## src/rtl/txmap_pkg.sv

```systemverilog
package txmap_pkg;

    typedef enum logic [1:0] {
        SZ_12 = 2'd0,
        SZ_16 = 2'd1,
        SZ_18 = 2'd2,
        SZ_20 = 2'd3
    } samp_size_e;

    localparam int SIZE_CODE_W = 2;

    function automatic int unsigned size_bits(samp_size_e s);
        case (s)
            SZ_12:   return 12;
            SZ_16:   return 16;
            SZ_18:   return 18;
            default: return 20;
        endcase
    endfunction

    function automatic logic compact_size_ok(samp_size_e s);
        return (s == SZ_12) || (s == SZ_16);
    endfunction

endpackage

```

## src/rtl/txmap_cfg_check.sv

```systemverilog
module txmap_cfg_check
    import txmap_pkg::*;
#(
    parameter int NUM_CH     = 4,
    parameter int NUM_SLOTS  = 12,
    parameter int MAX_PER_CH = 8
) (
    input  logic [NUM_CH*NUM_SLOTS-1:0]   mask,
    input  logic [NUM_CH*SIZE_CODE_W-1:0] size,
    input  logic [NUM_CH-1:0]             compact,
    output logic                          bad
);
    localparam int CW = $clog2(NUM_SLOTS + 1);

    logic [NUM_CH-1:0] over_cap;
    logic [NUM_CH-1:0] size_bad;
    logic [NUM_CH-1:0] pair_bad;
    logic              overlap;
    logic              slot1_any;

    // per-channel checks repeat, one instance of logic per channel
    for (genvar c = 0; c < NUM_CH; c++) begin : g_ch
        logic [NUM_SLOTS-1:0] m;
        logic [CW-1:0]        cnt;
        assign m   = mask[c*NUM_SLOTS +: NUM_SLOTS];
        assign cnt = CW'($countones(m));
        assign over_cap[c] = (cnt > CW'(MAX_PER_CH));
        assign size_bad[c] = compact[c] &&
            !compact_size_ok(samp_size_e'(size[c*SIZE_CODE_W +: SIZE_CODE_W]));
        // slot 2 in this channel, slot 1 elsewhere, and a third slot here
        assign pair_bad[c] = m[1] && !m[0] && slot1_any &&
            (|(m & ~{{(NUM_SLOTS-2){1'b0}}, 2'b11}));
    end

    always_comb begin
        logic [NUM_SLOTS-1:0] seen;
        seen      = '0;
        overlap   = 1'b0;
        slot1_any = 1'b0;
        for (int c = 0; c < NUM_CH; c++) begin
            overlap   = overlap | (|(seen & mask[c*NUM_SLOTS +: NUM_SLOTS]));
            seen      = seen | mask[c*NUM_SLOTS +: NUM_SLOTS];
            slot1_any = slot1_any | mask[c*NUM_SLOTS];
        end
    end

    assign bad = overlap || (|over_cap) || (|size_bad) || (|pair_bad);

endmodule

```

## src/rtl/txmap_slot_owner.sv

```systemverilog
module txmap_slot_owner #(
    parameter int NUM_CH    = 4,
    parameter int NUM_SLOTS = 12,
    parameter int CHW       = 2,
    parameter int SW        = 4
) (
    input  logic [NUM_CH*NUM_SLOTS-1:0] mask,
    input  logic [SW-1:0]               slot,
    output logic                        owned,
    output logic [CHW-1:0]              owner
);
    logic [NUM_CH-1:0] hit;

    for (genvar c = 0; c < NUM_CH; c++) begin : g_hit
        logic [NUM_SLOTS-1:0] m;
        assign m      = mask[c*NUM_SLOTS +: NUM_SLOTS];
        assign hit[c] = (slot != '0) && (slot <= SW'(NUM_SLOTS)) && m[slot - SW'(1)];
    end

    // lowest channel wins; exclusivity is enforced by the checker
    always_comb begin
        owned = 1'b0;
        owner = '0;
        for (int c = NUM_CH - 1; c >= 0; c--) begin
            if (hit[c]) begin
                owned = 1'b1;
                owner = CHW'(c);
            end
        end
    end

endmodule

```

## src/rtl/txmap_align.sv

```systemverilog
module txmap_align
    import txmap_pkg::*;
#(
    parameter int SLOT_W = 20
) (
    input  logic [SLOT_W-1:0] din,
    input  samp_size_e        sz,
    output logic [SLOT_W-1:0] dout
);
    logic [SLOT_W-1:0] keep;
    int unsigned       shift;

    always_comb begin
        shift = SLOT_W - size_bits(sz);
        keep  = {SLOT_W{1'b1}} >> shift;
        dout  = (din & keep) << shift;
    end

endmodule

```

## src/rtl/slot_tx_mapper.sv

```systemverilog
module slot_tx_mapper
    import txmap_pkg::*;
#(
    parameter int NUM_CH     = 4,
    parameter int NUM_SLOTS  = 12,
    parameter int SLOT_W     = 20,
    parameter int MAX_PER_CH = 8
) (
    input  logic                          clk,
    input  logic                          rst_n,
    input  logic                          cfg_load,
    input  logic [NUM_CH*NUM_SLOTS-1:0]   cfg_mask,
    input  logic [NUM_CH*SIZE_CODE_W-1:0] cfg_size,
    input  logic [NUM_CH-1:0]             cfg_compact,
    input  logic                          frame_start,
    input  logic [NUM_CH-1:0]             fifo_empty,
    input  logic [NUM_CH*SLOT_W-1:0]      fifo_rd_data,
    output logic [NUM_CH-1:0]             fifo_rd_en,
    output logic [SLOT_W-1:0]             slot_data,
    output logic                          slot_valid,
    output logic [3:0]                    slot_num,
    output logic                          cfg_err,
    output logic [NUM_CH-1:0]             underrun,
    output logic                          busy
);
    localparam int CHW = (NUM_CH > 1) ? $clog2(NUM_CH) : 1;
    localparam int SW  = $clog2(NUM_SLOTS + 1);

    typedef struct packed {
        logic [NUM_CH*NUM_SLOTS-1:0]   mask;
        logic [NUM_CH*SIZE_CODE_W-1:0] size;
        logic                          err;
        logic                          walk;
        logic [SW-1:0]                 slot;
        logic                          valid;
        logic [SW-1:0]                 num;
        logic [SLOT_W-1:0]             data;
        logic [NUM_CH-1:0]             urun;
    } state_t;

    state_t st_q, st_d;

    logic              cfg_bad;
    logic              owned;
    logic [CHW-1:0]    owner;
    samp_size_e        sel_size;
    logic [SLOT_W-1:0] sel_data;
    logic [SLOT_W-1:0] aligned;
    logic [NUM_CH-1:0] rd_en;

    txmap_cfg_check #(
        .NUM_CH(NUM_CH), .NUM_SLOTS(NUM_SLOTS), .MAX_PER_CH(MAX_PER_CH)
    ) i_check (
        .mask(cfg_mask), .size(cfg_size), .compact(cfg_compact), .bad(cfg_bad)
    );

    txmap_slot_owner #(
        .NUM_CH(NUM_CH), .NUM_SLOTS(NUM_SLOTS), .CHW(CHW), .SW(SW)
    ) i_owner (
        .mask(st_q.mask), .slot(st_q.slot), .owned(owned), .owner(owner)
    );

    assign sel_size = samp_size_e'(st_q.size[owner*SIZE_CODE_W +: SIZE_CODE_W]);
    assign sel_data = fifo_rd_data[owner*SLOT_W +: SLOT_W];

    txmap_align #(.SLOT_W(SLOT_W)) i_align (
        .din(sel_data), .sz(sel_size), .dout(aligned)
    );

    always_comb begin
        logic live;
        logic need;
        st_d  = st_q;
        rd_en = '0;
        live  = st_q.walk && !st_q.err && !cfg_load;
        need  = live && owned;

        st_d.valid = need;
        st_d.num   = live ? st_q.slot : '0;
        st_d.data  = '0;
        if (need) begin
            if (!fifo_empty[owner]) begin
                rd_en[owner] = 1'b1;
                st_d.data    = aligned;
            end else begin
                st_d.urun[owner] = 1'b1;
            end
        end

        if (cfg_load) begin
            st_d.mask = cfg_mask;
            st_d.size = cfg_size;
            st_d.err  = cfg_bad;
            st_d.walk = 1'b0;
            st_d.slot = '0;
            st_d.urun = '0;
        end else if (st_q.walk) begin
            if (st_q.slot == SW'(NUM_SLOTS)) begin
                st_d.walk = 1'b0;
                st_d.slot = '0;
            end else begin
                st_d.slot = st_q.slot + SW'(1);
            end
        end else if (frame_start && !st_q.err) begin
            st_d.walk = 1'b1;
            st_d.slot = SW'(1);
        end
    end

    always_ff @(posedge clk or negedge rst_n) begin
        if (!rst_n) begin
            st_q <= '0;
        end else begin
            st_q <= st_d;
        end
    end

    assign fifo_rd_en = rd_en;
    assign slot_data  = st_q.data;
    assign slot_valid = st_q.valid;
    assign slot_num   = 4'(st_q.num);
    assign cfg_err    = st_q.err;
    assign underrun   = st_q.urun;
    assign busy       = st_q.walk;

    // a single FIFO at most is popped in any clock
    p_one_pop_r7: assert property (@(posedge clk) disable iff (!rst_n)
        $onehot0(fifo_rd_en));

    // the walk advances by exactly one slot per clock
    p_walk_step_r7: assert property (@(posedge clk) disable iff (!rst_n)
        (st_q.walk && !cfg_load && st_q.slot != SW'(NUM_SLOTS))
        |=> (st_q.walk && st_q.slot == $past(st_q.slot) + SW'(1)));

    // a presented slot number always lies in the data-slot range
    p_slot_range_r7: assert property (@(posedge clk) disable iff (!rst_n)
        slot_valid |-> (slot_num >= 4'd1 && slot_num <= 4'(NUM_SLOTS)));

    // an erroneous configuration never pops
    p_err_quiet_r6: assert property (@(posedge clk) disable iff (!rst_n)
        cfg_err |-> (fifo_rd_en == '0));

    for (genvar c = 0; c < NUM_CH; c++) begin : g_chk
        // never pop an empty FIFO
        p_pop_nonempty_r10: assert property (@(posedge clk) disable iff (!rst_n)
            fifo_rd_en[c] |-> !fifo_empty[c]);
        // underrun holds until the next load
        p_urun_sticky_r10: assert property (@(posedge clk) disable iff (!rst_n)
            (underrun[c] && !cfg_load) |=> underrun[c]);
    end

endmodule

```

## config.mk

```make
export PLATFORM = sky130hd
export DESIGN_NAME = slot_tx_mapper
export DESIGN_NICKNAME = d
export VERILOG_FILES = /design/src/rtl/txmap_pkg.sv /design/src/rtl/txmap_cfg_check.sv /design/src/rtl/txmap_slot_owner.sv /design/src/rtl/txmap_align.sv /design/src/rtl/slot_tx_mapper.sv
export SDC_FILE = /design/constraint.sdc
export NUM_CORES = 1
export LEC_CHECK = 0
export BUFFER_PORTS_ARGS = -buffer_cell sky130_fd_sc_hd__buf_2
export CAP_MARGIN = 15
export CORE_MARGIN = 10
export CORE_UTILIZATION = 59
export CTS_CLUSTER_SIZE = 14
export DETAILED_ROUTE_END_ITERATION = 10
export MAX_ROUTING_LAYER = met4
export PLACE_DENSITY = 0.92
export SYNTH_ARGS = -nofsm -noshare
export SYNTH_HDL_FRONTEND = slang
export SYNTH_SLANG_ARGS = --single-unit
```

## constraint.sdc

```tcl
create_clock -name clk -period 7.75 [get_ports clk]
set_input_delay 0.775 -clock clk [delete_from_list [all_inputs] [get_ports clk]]
set_output_delay 0.775 -clock clk [all_outputs]
set_load 0.02 [all_outputs]
```

== Yosys cells after proc, flatten, opt, wreduce, memory -nomap -nowiden ==
Index checks and enable logic that the tools add are counted.

* Add/sub/neg operators: 47
* Reduce and logical (&&, ||, !) cells: 63
* Magnitude comparators: 8
* $mul: 1
* Muxes and demuxes: 33
* Bitwise operators: 12
* Divide/modulo/power cells: 0
* Shift-type cells: 4
* Eq/ne operators: 7

{| class="wikitable"
|+ Operators by type and width
! operator !! number
|-
| adder 4 bit || 20
|-
| indexed part select 80 x 8 -> 20 bit || 1
|-
| adder 1 x 1 -> 2 bit || 24
|-
| OR reduction 10 bit || 4
|-
| bitwise AND 12 bit || 3
|-
| OR reduction 12 bit || 3
|-
| left shift 20 x 32 -> 20 bit || 1
|-
| >> shifter 20 x 32 -> 20 bit, first input constant || 1
|-
| logical AND 1 bit || 26
|-
| 2-to-1 mux 24 bit || 1
|-
| 2-to-1 mux 4 bit || 6
|-
| OR 12 bit || 2
|-
| bitwise AND 20 bit || 1
|-
| 2-to-1 mux 20 bit || 1
|-
| binary-select mux 1 bit (select 4 bit) || 4
|-
| > comparator 4 bit, second input constant || 4
|-
| 2-to-1 mux 5 bit || 3
|-
| case mux 5 bit (3 select lines) || 1
|-
| OR reduction 4 bit || 3
|-
| 2-to-1 mux 1 bit || 11
|-
| equality test 2 x 1 -> 1 bit, second input constant || 5
|-
| zero test 1 bit || 10
|-
| zero test 2 bit || 5
|-
| 2-to-1 mux 2 bit || 4
|-
| other kinds (20) || 31
|}

* Memories: 0
* Bits in writable memories: 0
* Bits in registers: 91
* Input port bits: 148
* Bits in read-only memories: 0
* Bits in latches: 0
* Logic and storage cells: 184
* Output and inout port bits: 35

== Depth between registers and ports, before layout ==
Gate-level depths: netlist of the first run.

* Depth after elaboration: 18
* Depth in mapped cells: 17
* Gate-level depth less buffers: 16

== Hierarchy ==
Synthesis of the first run repeated with hierarchy kept, for this count alone.

* Cell total of the unflattened synthesis: 567
* Area, all modules: 6845.3 µm²

{| class="wikitable"
|+ By module, submodules not included
! module !! area each (µm²) !! sequential area each (µm²) !! instances !! cells an instance
|-
| slot_tx_mapper || 4151.5 || 2277.2 || 1 || 286
|-
| txmap_cfg_check || 1681.6 || 0.0 || 1 || 199
|-
| txmap_slot_owner || 540.5 || 0.0 || 1 || 46
|-
| txmap_align || 471.7 || 0.0 || 1 || 36
|}

== Least setup slack after synthesis of the first run ==
Ideal clock, no wire load.

* Path kind: flip-flop to output port
* From: register st_q[29] (netlist name)
* To: output fifo_rd_en[1]
* Cell stages (with the launch flop): 16
* Path buffers: 5
* Path slack: 3.522 ns
* Arrival time: 3.453 ns
* Cell sequence: dfrtp_1 > buf_6 > buf_6 > inv_2 > ha_1 > buf_4 > buf_2 > mux4_2 > nand2_1 > nand3_1 > o2111a_1 > a311oi_2 > a2bb2oi_2 > nand2_2 > clkbuf_1 > nor3_1

* Longest elaborated chain between the ends: 14
* Elaborated cells on any way between the ends: 34
* Classes of those cells: 1 x add/sub; 3 x order compare; 22 x mux; 8 x reduce/logical

{| class="wikitable"
|+ Ends and longest elaborated chain
! item !! RTL line !! RTL
|-
| from (decl) || slot_tx_mapper.sv:41 || <nowiki>state_t st_q, st_d;</nowiki>
|-
| from (signal assigned) || slot_tx_mapper.sv:114 || <nowiki>st_q <= st_d;</nowiki>
|-
| subtractor 4 x 1 -> 4 bit || txmap_slot_owner.sv:17 || <nowiki>assign hit[c] = (slot != '0) && (slot <= SW'(NUM_SLOTS)) && m[slot - SW'(1)];</nowiki>
|-
| binary-select mux 1 bit (select 4 bit) || txmap_slot_owner.sv:17 ||
|-
| 2-to-1 mux 1 bit (not written as such) || txmap_slot_owner.sv:17 ||
|-
| logical AND 1 bit || txmap_slot_owner.sv:17 ||
|-
| 2-to-1 mux 2 bit (4 in series) || txmap_slot_owner.sv:25 || <nowiki>if (hit[c]) begin</nowiki>
|-
| < comparator 2 x 3 -> 1 bit (not written as such) / greater-or-equal comparator 2 x 1 -> 1 bit (equally long branches) || slot_tx_mapper.sv:83 || <nowiki>rd_en[owner] = 1'b1;</nowiki>
|-
| logical AND 1 bit (not written as such) || slot_tx_mapper.sv:83 ||
|-
| 2-to-1 mux 1 bit (not written as such) || slot_tx_mapper.sv:83 ||
|-
| demux 1 bit (select 2 bit) || slot_tx_mapper.sv:83 ||
|-
| 2-to-1 mux 4 bit || slot_tx_mapper.sv:82 || <nowiki>if (!fifo_empty[owner]) begin</nowiki>
|-
| 2-to-1 mux 4 bit (*) || slot_tx_mapper.sv:81 || <nowiki>if (need) begin</nowiki>
|-
| to (decl) || slot_tx_mapper.sv:18 || <nowiki>output logic [NUM_CH-1:0] fifo_rd_en,</nowiki>
|}

Every way passes the cells marked *; elsewhere a longest branch is shown, timed or not. The select of a mux whose other input is x is not followed.

== Final worst setup path of the first run ==
* From: register st_q[30] (netlist name)
* To: output fifo_rd_en[1]

Same word-level chain as after synthesis.

==> results.md, run 1 <==
* Status: complete, no violations
* Number of I/O port buffers at 182
* Final hold slack at 0.2407 ns
* Synth unique cells at 73
* Mux share of post-synthesis cell area at 11.97%
* Xor and xnor fraction of the mapped netlist area at 1.163%
* Hold_buf cts at 0
* Netlist Area Pre-Place at 7528 um2
* Synth top area cells: dfrtp_1, ha_1, mux2_2, fa_1, inv_1
* Flop2flop setup slack at 2.84 ns
* Vias/cell at 6.206
* Final Max Slew Viols at 0
* Gpl congestion at 1.009
* Cells on worst reg2reg path at 11
* DR WL/cell at 20.88 um
* Total negative slack at 0 ns
* Finished Layout Cells at 1,084
* Maximum VDD drop at 0.1080 mV
* CP startpoint: st_q[30]
* Final-stage net count at 1,149
* # IOs at 183
* Yosys reg bits at 91
* Crit-path max cell delay at 0.79 ns
* Delay-heaviest family, CP: compound AO/OA/AOI/OAI gates
* Crit path depth at 11
* Top cell type's share of synthesized area at 30.25%
* DR iter-0 viols at 790
* DRC viols at 0
* Share of flip-flops with an asynchronous set or reset at 100.0%
* Yosys top cell by area: dfrtp_1
* Post-synth EDFFs at 0
* Worst Skew at 0.006510 ns
* FF-to-FF Start: st_q[30]
* Postcts setup bufs at 0
* Total number of vias at 6,727
* Worst-path clk slew at 0.06 ns
* Mapped Nets at 1,011
* Setup CP Type: reg -> out
* Avg Inst Size Synth at 9.790 um2
* CP max FO at 19
* Min-delay worst type: in -> async
* Timing endpoint of the critical path: fifo_rd_en[1]
* Worst Max-Slew Pin Slew at 1.103 ns
* Final hold vios at 0
* CP cell instances: inv_1, ha_1, mux2i_1, nand3_1, nand4_1, o21ai_2, a31o_1, a2bb2oi_2, nand2_2, nor3_1, buf_2
* Max_cap viols at 0
* Post-synthesis adder-cell area fraction at 18.41%
* Sequential share of the synthesized area at 30.25%
* RSZ-0062 raised after global routing: false
* CP Launch Type: flop
* WP data arrival at 4.66 ns
* DIE AREA at 17,680 um2
* Synth Area in Compound Gates at 16.30%
* Clock buffer count from CTS at 9
* First-pass GRT wire length at 35,780 um
* DP Cell Count at 1,068
* Period minus WS final at 5.436 ns
* Fillers at 895
* Layout cells sized above 1 at 31.17%
* Crit path buffers/inverters at 2
* Setup crit end kind: output port
* R2r endpoint: slot_data[14]
* Core Area at 12,570 um2
* Ys Warns at 0
* Final worst path period share at 70.15%
* Worst Path Required at 6.97 ns
* Worst slew margin at 26.44%
* Syn-to-layout area delta at 14.34%
* Num rows at 41
* Pre-antenna DRT Iters at 5
* Mapped Cells at 769
* Clk sinks at 91
* Gr usage total at 25.68%
* CTS tree: built
* Root Buffer: clkbuf_16
* Die width at 133.0 um
* Critical Path Slowest Stage Cell: ha_1
* Largest net degree at the start of global routing at 85
* Starting Density at 59.90%
* Static leakage at 4.393 nW
* Post-CTS sizing at 0
* Initial antenna violation count at 1
* WL final at 22,630 um
* Endpoints failing setup at 0
* HPWL after DPL at 17,330 um
* Most used DFF post-synth: dfrtp_1
* Pwr dens at 167.4 nW/um2
* Clock tree buffer depth at 2
* Simple-gate area share of the yosys netlist at 10.57%
* Number of global-route vias before repair at 6,797
* Total gr overflow at 0
* Fmax at 0.1839 GHz
* Largest family of logic cells by synthesized area: adder cells
* DIE HEIGHT at 133.0 um
* H-tree Lvls at 3
* Worst skew pair latency at 0.34 ns
* Power Total at 1.441 mW
* Post-route ant nets at 0
==> layout make-up <==
cell class | count | area (um2) | area share (%)
tap | 172 | 215.2 | 2.500
timing repair buffer | 187 | 950.9 | 11.05
clock inverter | 4 | 50.05 | 0.5814
inverter | 123 | 461.7 | 5.363
antenna | 1 | 2.502 | 0.02907
clock buffer | 11 | 252.7 | 2.936
sequential | 91 | 2277 | 26.45
multi-input combinational | 495 | 4398 | 51.09
==> metal layers <==
layer | track usage, % | up-vias | part of all wire [%]
met5 | - | - | 0
met2 | 41.28 | 394 | 49
met1 | 30.46 | 3262 | 38
met4 | 10.21 | 0 | 3.9
met3 | 6.170 | 97 | 8.8
li1 | - | 2974 | -
==> cell families after synthesis <==
kind of cell    count (synthesis)
mux                            73
simple gates                  156
compound gates                162
flops                          91
xor+xnor                       10
fa+ha+maj                      94
buf+inv                       183
==> power breakdown <==
group          switching, mW  internal [mW]  total [mW]
Combinational          0.264          0.210       0.474
Sequential            0.0186          0.504       0.523
Clock                  0.179          0.265       0.444
Total                  0.462          0.979        1.44
==> worst min path at each step <==
stage | slack [ns] | start | cells after the start | end
after floorplan | 0.46 | underrun[0] | 2 | underrun[0]
after global placement | 0.47 | underrun[0] | 2 | underrun[0]
final | 0.24 | rst_n | 1 | slot_data[9]
after CTS | 0.24 | rst_n | 1 | slot_data[9]
after global routing | 0.24 | rst_n | 1 | slot_data[9]
after detailed placement | 0.49 | st_q[71] | 1 | st_q[71]
==> worst reg2reg max path: stages, from the launching register on <==
cell and delay (ns):
dfrtp_1 0.59, inv_1 0.10, ha_1 0.79, mux2i_1 0.22
nand3_1 0.13, nand4_1 0.15, o21ai_2 0.74, a31o_1 0.72
a22o_1 0.72, or2_1 0.22, a21oi_1 0.07, a2111oi_1 0.34
==> cells in the mapped netlist (5+ instances only) <==
cell type / n
ha_1: 66
nor3_1: 14
a221o_1: 7
o21ai_0: 34
buf_4: 32
a22oi_1: 8
mux4_2: 7
nand4_1: 16
a31oi_1: 5
a21oi_1: 21
o211ai_1: 10
o31ai_1: 7
clkbuf_1: 10
inv_1: 122
nand3_1: 27
nor2_1: 21
a22o_1: 9
a221oi_1: 10
dfrtp_1: 91
mux2_2: 53
fa_1: 28
and3_1: 16
mux2i_1: 12
xor2_1: 8
nand2_1: 40
buf_2: 13
==> stage by stage <==
stage / utilization [%] / area [um2] / setup slack (ns)
after global placement: 66.06 / 8303 / 2.986
after global routing: 68.49 / 8608 / 2.038
after CTS: 68.47 / 8606 / 2.348
after floorplan: - / 7528 / 3.522
after detailed placement: 66.06 / 8303 / 2.802
final: 68.49 / 8608 / 2.314
==> sequential cells by signal (all words and copies together), names as in the netlist <==
signal / cells
busy: 1
cfg_err: 1
slot_data: 20
slot_num: 4
slot_valid: 1
st_q: 60
underrun: 4
==> placed cells by master (no fill, tap or decap), types with 5 or more instances in the layout <==
cell type | netlist | final
dfrtp_1 | 91 | 91
nand2_1 | 40 | 40
mux2_2 | 53 | 53
nand3_1 | 27 | 27
clkbuf_16 | 0 | 9
buf_4 | 32 | 6
ha_1 | 66 | 66
o31ai_1 | 7 | 7
mux4_2 | 7 | 7
xor2_1 | 8 | 8
a21oi_1 | 21 | 21
a221o_1 | 7 | 7
a22oi_1 | 8 | 8
fa_1 | 28 | 28
a22o_1 | 9 | 9
o211ai_1 | 10 | 10
and3_1 | 16 | 16
nor2_1 | 21 | 21
nand4_1 | 16 | 16
mux2i_1 | 12 | 12
a31oi_1 | 5 | 5
a221oi_1 | 10 | 10
nor3_1 | 14 | 14
inv_1 | 122 | 122
o21ai_0 | 34 | 34
buf_2 | 13 | 181
Power figures use the tool's default switching activity.
==> run 2: changes to the inputs <==
--- a/config.mk
+++ b/config.mk
@@ -8,11 +8,11 @@
 export BUFFER_PORTS_ARGS = -buffer_cell sky130_fd_sc_hd__buf_2
 export CAP_MARGIN = 15
 export CORE_MARGIN = 10
-export CORE_UTILIZATION = 59
+export CORE_UTILIZATION = 50
 export CTS_CLUSTER_SIZE = 14
 export DETAILED_ROUTE_END_ITERATION = 10
 export MAX_ROUTING_LAYER = met4
-export PLACE_DENSITY = 0.92
+export PLACE_DENSITY = 0.83
 export SYNTH_ARGS = -nofsm -noshare
 export SYNTH_HDL_FRONTEND = slang
 export SYNTH_SLANG_ARGS = --single-unit
==> constraint.sdc (replaced) <==
create_clock -name clk -period 4.4 [get_ports clk]
set_input_delay 0.44 -clock clk [delete_from_list [all_inputs] [get_ports clk]]
set_output_delay 0.44 -clock clk [all_outputs]
set_load 0.02 [all_outputs]
==> results.md, run 2 (synthesized netlist as in run 1, its figures left out) <==
* Worst Skew at 0.008121 ns (+0.001611 ns)
* CP max FO at 17 (-2)
* Worst skew pair latency at 0.35 ns (about the same)
* Period minus WS final at 4.129 ns
* CP Launch Type: flop
* Post-route setup slack at 0.2706 ns (-2.043 ns)
* Setup crit end kind: output port
* Root Buffer: clkbuf_16
* CTS tree: built
* RSZ-0062 raised after global routing: false
* FF-to-FF Start: st_q[30]
* Largest register by flop count: st_q
* Antenna cells at 0 (-1)
* H-tree Lvls at 3 (unchanged)
* Cells on worst reg2reg path at 12 (+1)
* Maximum VDD drop at 0.1994 mV (+85%)
* Final hold vios at 0 (unchanged)
* Max reg flops at 60 (unchanged)
* Most frequent cells in the layout: buf_2, inv_1, dfrtp_1, ha_1, mux2_2
* Total number of vias at 6,609 (-1.8%)
* Max_cap viols at 0 (unchanged)
* Num rows at 44 (+7.3%)
* Post-route ant nets at 0 (unchanged)
* Core Area at 14,640 um2 (+17%)
* Worst Path Required at 3.96 ns (-3.01 ns)
* HPWL after DPL at 18,460 um (+6.5%)
* Gpl congestion at 0.9933 (-1.5%)
* Clock tree buffer depth at 2 (unchanged)
* Postcts setup bufs at 0 (unchanged)
* WP data arrival at 3.69 ns (-0.97 ns)
* Setup CP Type: reg -> out
* Min-delay worst type: in -> async
* Fmax at 0.2422 GHz
* R2r endpoint: slot_data[18]
* Syn-to-layout area delta at 15.77%
* Pwr dens at 290.3 nW/um2 (+73%)
* Worst Max-Slew Pin Slew at 0.8365 ns (-0.2669 ns)
* Final-stage net count at 1,159 (+0.87%)
* DIE AREA at 20,360 um2 (+15%)
* Worst-path clk slew at 0.07 ns (about the same)
* Static leakage at 4.451 nW (+1.3%)
* Hold_buf cts at 0 (unchanged)
* Die width at 142.7 um (+7.3%)
* DR iter-0 viols at 664 (-16%)
* Power Total at 2.530 mW (+76%)
* Flop2flop setup slack at 0.48 ns (-2.36 ns)
* Layout cells sized above 1 at 32.21% (+1.0 points)
* Endpoints failing setup at 0 (unchanged)
* Placed Area at 8393 um2 (+1.1%)
* Largest net degree at the start of global routing at 68 (-20%)
* Area of the multi-input gates at 4425 um2 (+0.63%)
* Gr usage total at 23.14% (-2.5 points)
* Commonest non-fill, non-tap cell in the layout: buf_2
* DIE HEIGHT at 142.7 um (+7.3%)
* Worst slack, placed at 0.3161 ns (-2.486 ns)
* Cell area after layout at 8716 um2 (+1.2%)
* Number of I/O port buffers at 182 (unchanged)
* Worst slew margin at 44.23% (+18 points)
* # IOs at 183 (unchanged)
* First-pass GRT wire length at 36,280 um (+1.4%)
* Vias/cell at 5.976 (-3.7%)
* Fillers at 1,239 (+38%)
* Final worst path period share at 93.85%
* Total gr overflow at 0 (unchanged)
* Final Max Slew Viols at 0 (unchanged)
* DRC viols at 0 (unchanged)
* Initial antenna violation count at 0 (-1)
* Clock buffer count from CTS at 9 (unchanged)
* Starting Density at 51.41% (-8.5 points)
* Number of global-route vias before repair at 6,775 (-0.32%)
* DR WL/cell at 20.96 um (+0.38%)
* Final hold slack at 0.1559 ns (-0.08479 ns)
* Pre-antenna DRT Iters at 5 (unchanged)
* Register Area at 2278 um2 (about the same)
* Status: complete, no violations
* Total negative slack at 0 ns (unchanged)
* Clk sinks at 91 (unchanged)
* WL final at 23,180 um (+2.4%)
-- run 2: cell types whose count changed in the layout (fill, tap and decap cells not counted), sizes merged --
cell / delta
buf: +10
clkinv: +2
clkbuf: -1
clkinvlp: -1
diode: -1
inv: +1
-- run 2: routing by layer --
layer  routed length, um  vias up  global-route usage [%]
li1                    -     2998                       -
met1                9440     3214                   29.27
met2               11220      343                   36.20
met3                1900       54                   4.577
met4                 620        0                   8.469
met5                   0        -                       -
-- run 2: where the power goes --
part / total [mW] / switching (mW) / internal (mW)
sequential: 0.922 / 0.0341 / 0.888
combinational: 0.829 / 0.461 / 0.368
clock: 0.779 / 0.337 / 0.441
total: 2.53 / 0.832 / 1.70
-- run 2: timing repair --
action,CTS,global route
endpoints found under the hold margin,0,0
endpoints found under the setup margin,0,1
resized for setup,0,5
-- run 2: how the worst max path moves through the flow --
stage / start / end / slack, ns / cells past startpoint
detailed placement: cfg_mask[23] / cfg_err / 0.32 / 14
CTS: st_q[30] / fifo_rd_en[1] / 0.13 / 11
global route: st_q[30] / fifo_rd_en[1] / 0.11 / 12
finish: st_q[30] / fifo_rd_en[1] / 0.27 / 12
global placement: cfg_mask[35] / cfg_err / 0.41 / 14
floorplan: st_q[29] / fifo_rd_en[1] / 0.51 / 15
-- run 2: layout make-up --
type,instances,area share [%]
multi-input cells,495,50.78
repair buffers,197,11.77
inverters,123,5.297
flip-flops and latches,91,26.14
well taps,184,2.641
clock inverters,6,0.7465
clock buffers,10,2.627
-- run 2: through the flow --
stage / util (%) / std cells
floorplan: - / 769
global placement: 57.31 / 1090
detailed placement: 57.31 / 1090
CTS: 59.32 / 1106
global route: 59.52 / 1106
finish: 59.52 / 1106
-- run 2: worst max-delay path, stage by stage (launching register included) --
cell	delay, ns
dfrtp_2	0.48
inv_1	0.07
ha_1	0.28
buf_4	0.27
mux4_2	0.37
nand2_1	0.09
nand3_1	0.17
o2111a_1	0.20
a311oi_2	0.37
a2bb2oi_4	0.28
nand2_2	0.25
nor3_1	0.27
buf_2	0.24
==> run 3: changes to the inputs <==
--- a/config.mk
+++ b/config.mk
@@ -5,14 +5,16 @@
 export SDC_FILE = /design/constraint.sdc
 export NUM_CORES = 1
 export LEC_CHECK = 0
+export ABC_CLOCK_PERIOD_IN_PS = 4400
 export BUFFER_PORTS_ARGS = -buffer_cell sky130_fd_sc_hd__buf_2
-export CAP_MARGIN = 15
+export CAP_MARGIN = 30
 export CORE_MARGIN = 10
-export CORE_UTILIZATION = 50
+export CORE_UTILIZATION = 51
+export CTS_BUF_LIST = sky130_fd_sc_hd__clkbuf_4
 export CTS_CLUSTER_SIZE = 14
 export DETAILED_ROUTE_END_ITERATION = 10
 export MAX_ROUTING_LAYER = met4
-export PLACE_DENSITY = 0.83
+export PLACE_DENSITY = 0.85
 export SYNTH_ARGS = -nofsm -noshare
 export SYNTH_HDL_FRONTEND = slang
 export SYNTH_SLANG_ARGS = --single-unit
==> results.md, run 3 (synthesized netlist as in run 1, its figures left out) <==
* Worst Skew at 0.02024 ns (+0.01212 ns)
* Number of global-route vias before repair at 6,768 (-0.10%)
* Register Area at 2278 um2 (unchanged)
* Worst slew margin at 45.78% (+1.6 points)
* Area of the multi-input gates at 4420 um2 (-0.11%)
* DR WL/cell at 20.45 um (-2.4%)
* Largest net degree at the start of global routing at 67 (-1.5%)
* DRC viols at 0 (unchanged)
* RSZ-0062 raised after global routing: false
* HPWL after DPL at 18,200 um (-1.4%)
* DP Cell Count at 1,092 (+0.18%)
* Switching Fraction at 34.01% (+1.1 points)
* Number of I/O port buffers at 182 (unchanged)
* DR iter-0 viols at 535 (-19%)
* Finished Layout Cells at 1,110 (+0.36%)
* Final hold slack at 0.1689 ns (+0.01294 ns)
* Critical Path Slowest Stage Cell: dfrtp_1
* Pre-antenna DRT Iters at 5 (unchanged)
* WP data arrival at 3.79 ns (+0.10 ns)
* Worst Max-Slew Pin Slew at 0.8133 ns (-0.02325 ns)
* Crit path buffers/inverters at 3 (unchanged)
* Final Max Slew Viols at 0 (unchanged)
* Most frequent cells in the layout: buf_2, inv_1, dfrtp_1, ha_1, mux2_2
* CP Launch Type: flop
* First-pass GRT wire length at 35,580 um (-1.9%)
* Min-delay worst type: in -> reg
* CTS tree: built
* Max reg flops at 60 (unchanged)
* DIE HEIGHT at 141.5 um (-0.85%)
* CP cell instances: inv_2, ha_1, buf_4, mux4_2, a21oi_2, or2_4, o2111a_1, a311oi_2, a2bb2oi_4, nand2_2, nor3_1, buf_2
* Layout Utilization at 59.62% (+0.10 points)
* DIE AREA at 20,020 um2 (-1.7%)
* Gpl congestion at 0.9661 (-2.7%)
* Pwr dens at 271.7 nW/um2 (-6.4%)
* Vias/cell at 5.982 (+0.11%)
* Period minus WS final at 4.229 ns (+0.09929 ns)
* Clk network pwr share at 25.4% (-5.4 points)
* Worst skew pair latency at 0.48 ns (+0.13 ns)
* WL final at 22,700 um (-2.1%)
* Total number of vias at 6,640 (+0.47%)
* Final hold vios at 0 (unchanged)
* Commonest non-fill, non-tap cell in the layout: buf_2
* Starting Density at 52.00% (+0.59 points)
* Crit-path max cell delay at 0.40 ns (-0.08 ns)
* Gr usage total at 22.78% (-0.37 points)
* Worst-path clk slew at 0.14 ns (+0.07 ns)
* Layout cells sized above 1 at 32.54% (+0.33 points)
* CP max FO at 16 (-1)
* # IOs at 183 (unchanged)
* Static leakage at 4.423 nW (-0.62%)
* Max_cap viols at 0 (unchanged)
* Flop pwr share at 39.0% (+2.6 points)
* Status: complete, no violations
* Clk sinks at 91 (unchanged)
* Endpoints failing setup at 0 (unchanged)
* Post-route ant nets at 0 (unchanged)
* Clock tree buffer depth at 2 (unchanged)
* Syn-to-layout area delta at 14.66%
* Die width at 141.5 um (-0.85%)
* Delay-heaviest family, CP: compound AO/OA/AOI/OAI gates
* Maximum VDD drop at 0.1849 mV (-7.3%)
* Root Buffer: clkbuf_4
* Pint at 1.547 mW (-8.9%)
* Total negative slack at 0 ns (unchanged)
* NetSw at 0.7976 mW (-4.2%)
* Setup crit end kind: output port
* Fillers at 1,250 (+0.89%)
* Total gr overflow at 0 (unchanged)
* Comb pwr share at 35.6% (+2.8 points)
* Num rows at 44 (unchanged)
* Fmax at 0.2365 GHz (-2.3%)
* Largest register by flop count: st_q
* Clock buffer count from CTS at 9 (unchanged)
* Setup CP Type: reg -> out
* Final worst path period share at 96.11% (+2.3 points)
* Initial antenna violation count at 1 (+1)
* Worst Path Required at 3.96 ns (about the same)
* Final-stage net count at 1,163 (+0.35%)
* H-tree Lvls at 3 (unchanged)
* Core Area at 14,480 um2 (-1.1%)
## run 3: cell count changes in the layout (fill, tap and decap cells not counted), moves of 2 or more
cell / delta
bufinv_16: +2
clkbuf_16: -9
buf_4: +3
clkbuf_4: +9
## run 3: worst min-delay path: cells and delay by family
| family | cells | cell delay (ns) |
|---|---|---|
| and+or+nand+nor | 1 | 0.04 |
| buffers and inverters | 1 | 0.07 |
| AOI/OAI and AO/OA | 1 | 0.06 |
## run 3: timing repair
| action | 4_1_cts | 5_1_grt |
|---|---|---|
| setup buffers | 0 | 1 |
| endpoints found under the setup margin | 1 | 2 |
| gates resized for setup | 2 | 3 |
| hold buffers | 1 | 0 |
| endpoints found under the hold margin | 17 | 0 |
## run 3: through the flow
stage | total power, mW | area (um2) | setup WS [ns]
6_report | 2.345 | 8632 | 0.1713
5_1_grt | 2.495 | 8632 | 0.006552
4_1_cts | 2.344 | 8611 | 0.08118
3_5_place_dp | 1.757 | 8408 | 0.3358
3_3_place_gp | 1.703 | 8408 | 0.4747
2_1_floorplan | 1.475 | 7528 | 0.5067
## run 3: power by group through the flow
stage,Sequential (mW),Clock (mW),Combinational (mW)
floorplan,0.920,0,0.555
global placement,0.928,0,0.776
detailed placement,0.931,0,0.825
CTS,0.915,0.599,0.831
global route,0.922,0.629,0.944
finish,0.915,0.595,0.835
## run 3: per-layer routing
metal | vias up | share of wire, % | routed length [um] | global-route usage [%]
met5 | - | 0 | 0 | -
met4 | 0 | 3.4 | 774 | 8.714
met3 | 76 | 8.2 | 1854 | 5.240
met2 | 333 | 49 | 11070 | 36.41
met1 | 3243 | 40 | 9003 | 27.55
li1 | 2988 | - | - | -
## run 3: layout make-up
class	instances	share of cell area, %
multi-input cells	495	51.21
flip-flops and latches	91	26.40
repair buffers	201	12.26
inverters	123	5.349
well taps	184	2.667
clock inverters	6	1.305
clock buffers	9	0.7827
diodes	1	0.02899
## run 3: final timing paths
kind                                      end  slack, ns  cells past startpoint   startpoint
worst max-delay path            fifo_rd_en[1]       0.17                     12     st_q[29]
worst min-delay path                 st_q[35]       0.17                      3  cfg_size[0]
worst max register to register  slot_data[14]       0.74                     12     st_q[29]
worst min register to register       st_q[69]       0.52                      1     st_q[69]
max in group asynchronous            st_q[30]       2.88                      3        rst_n
min in group asynchronous        slot_data[9]       0.53                      2        rst_n
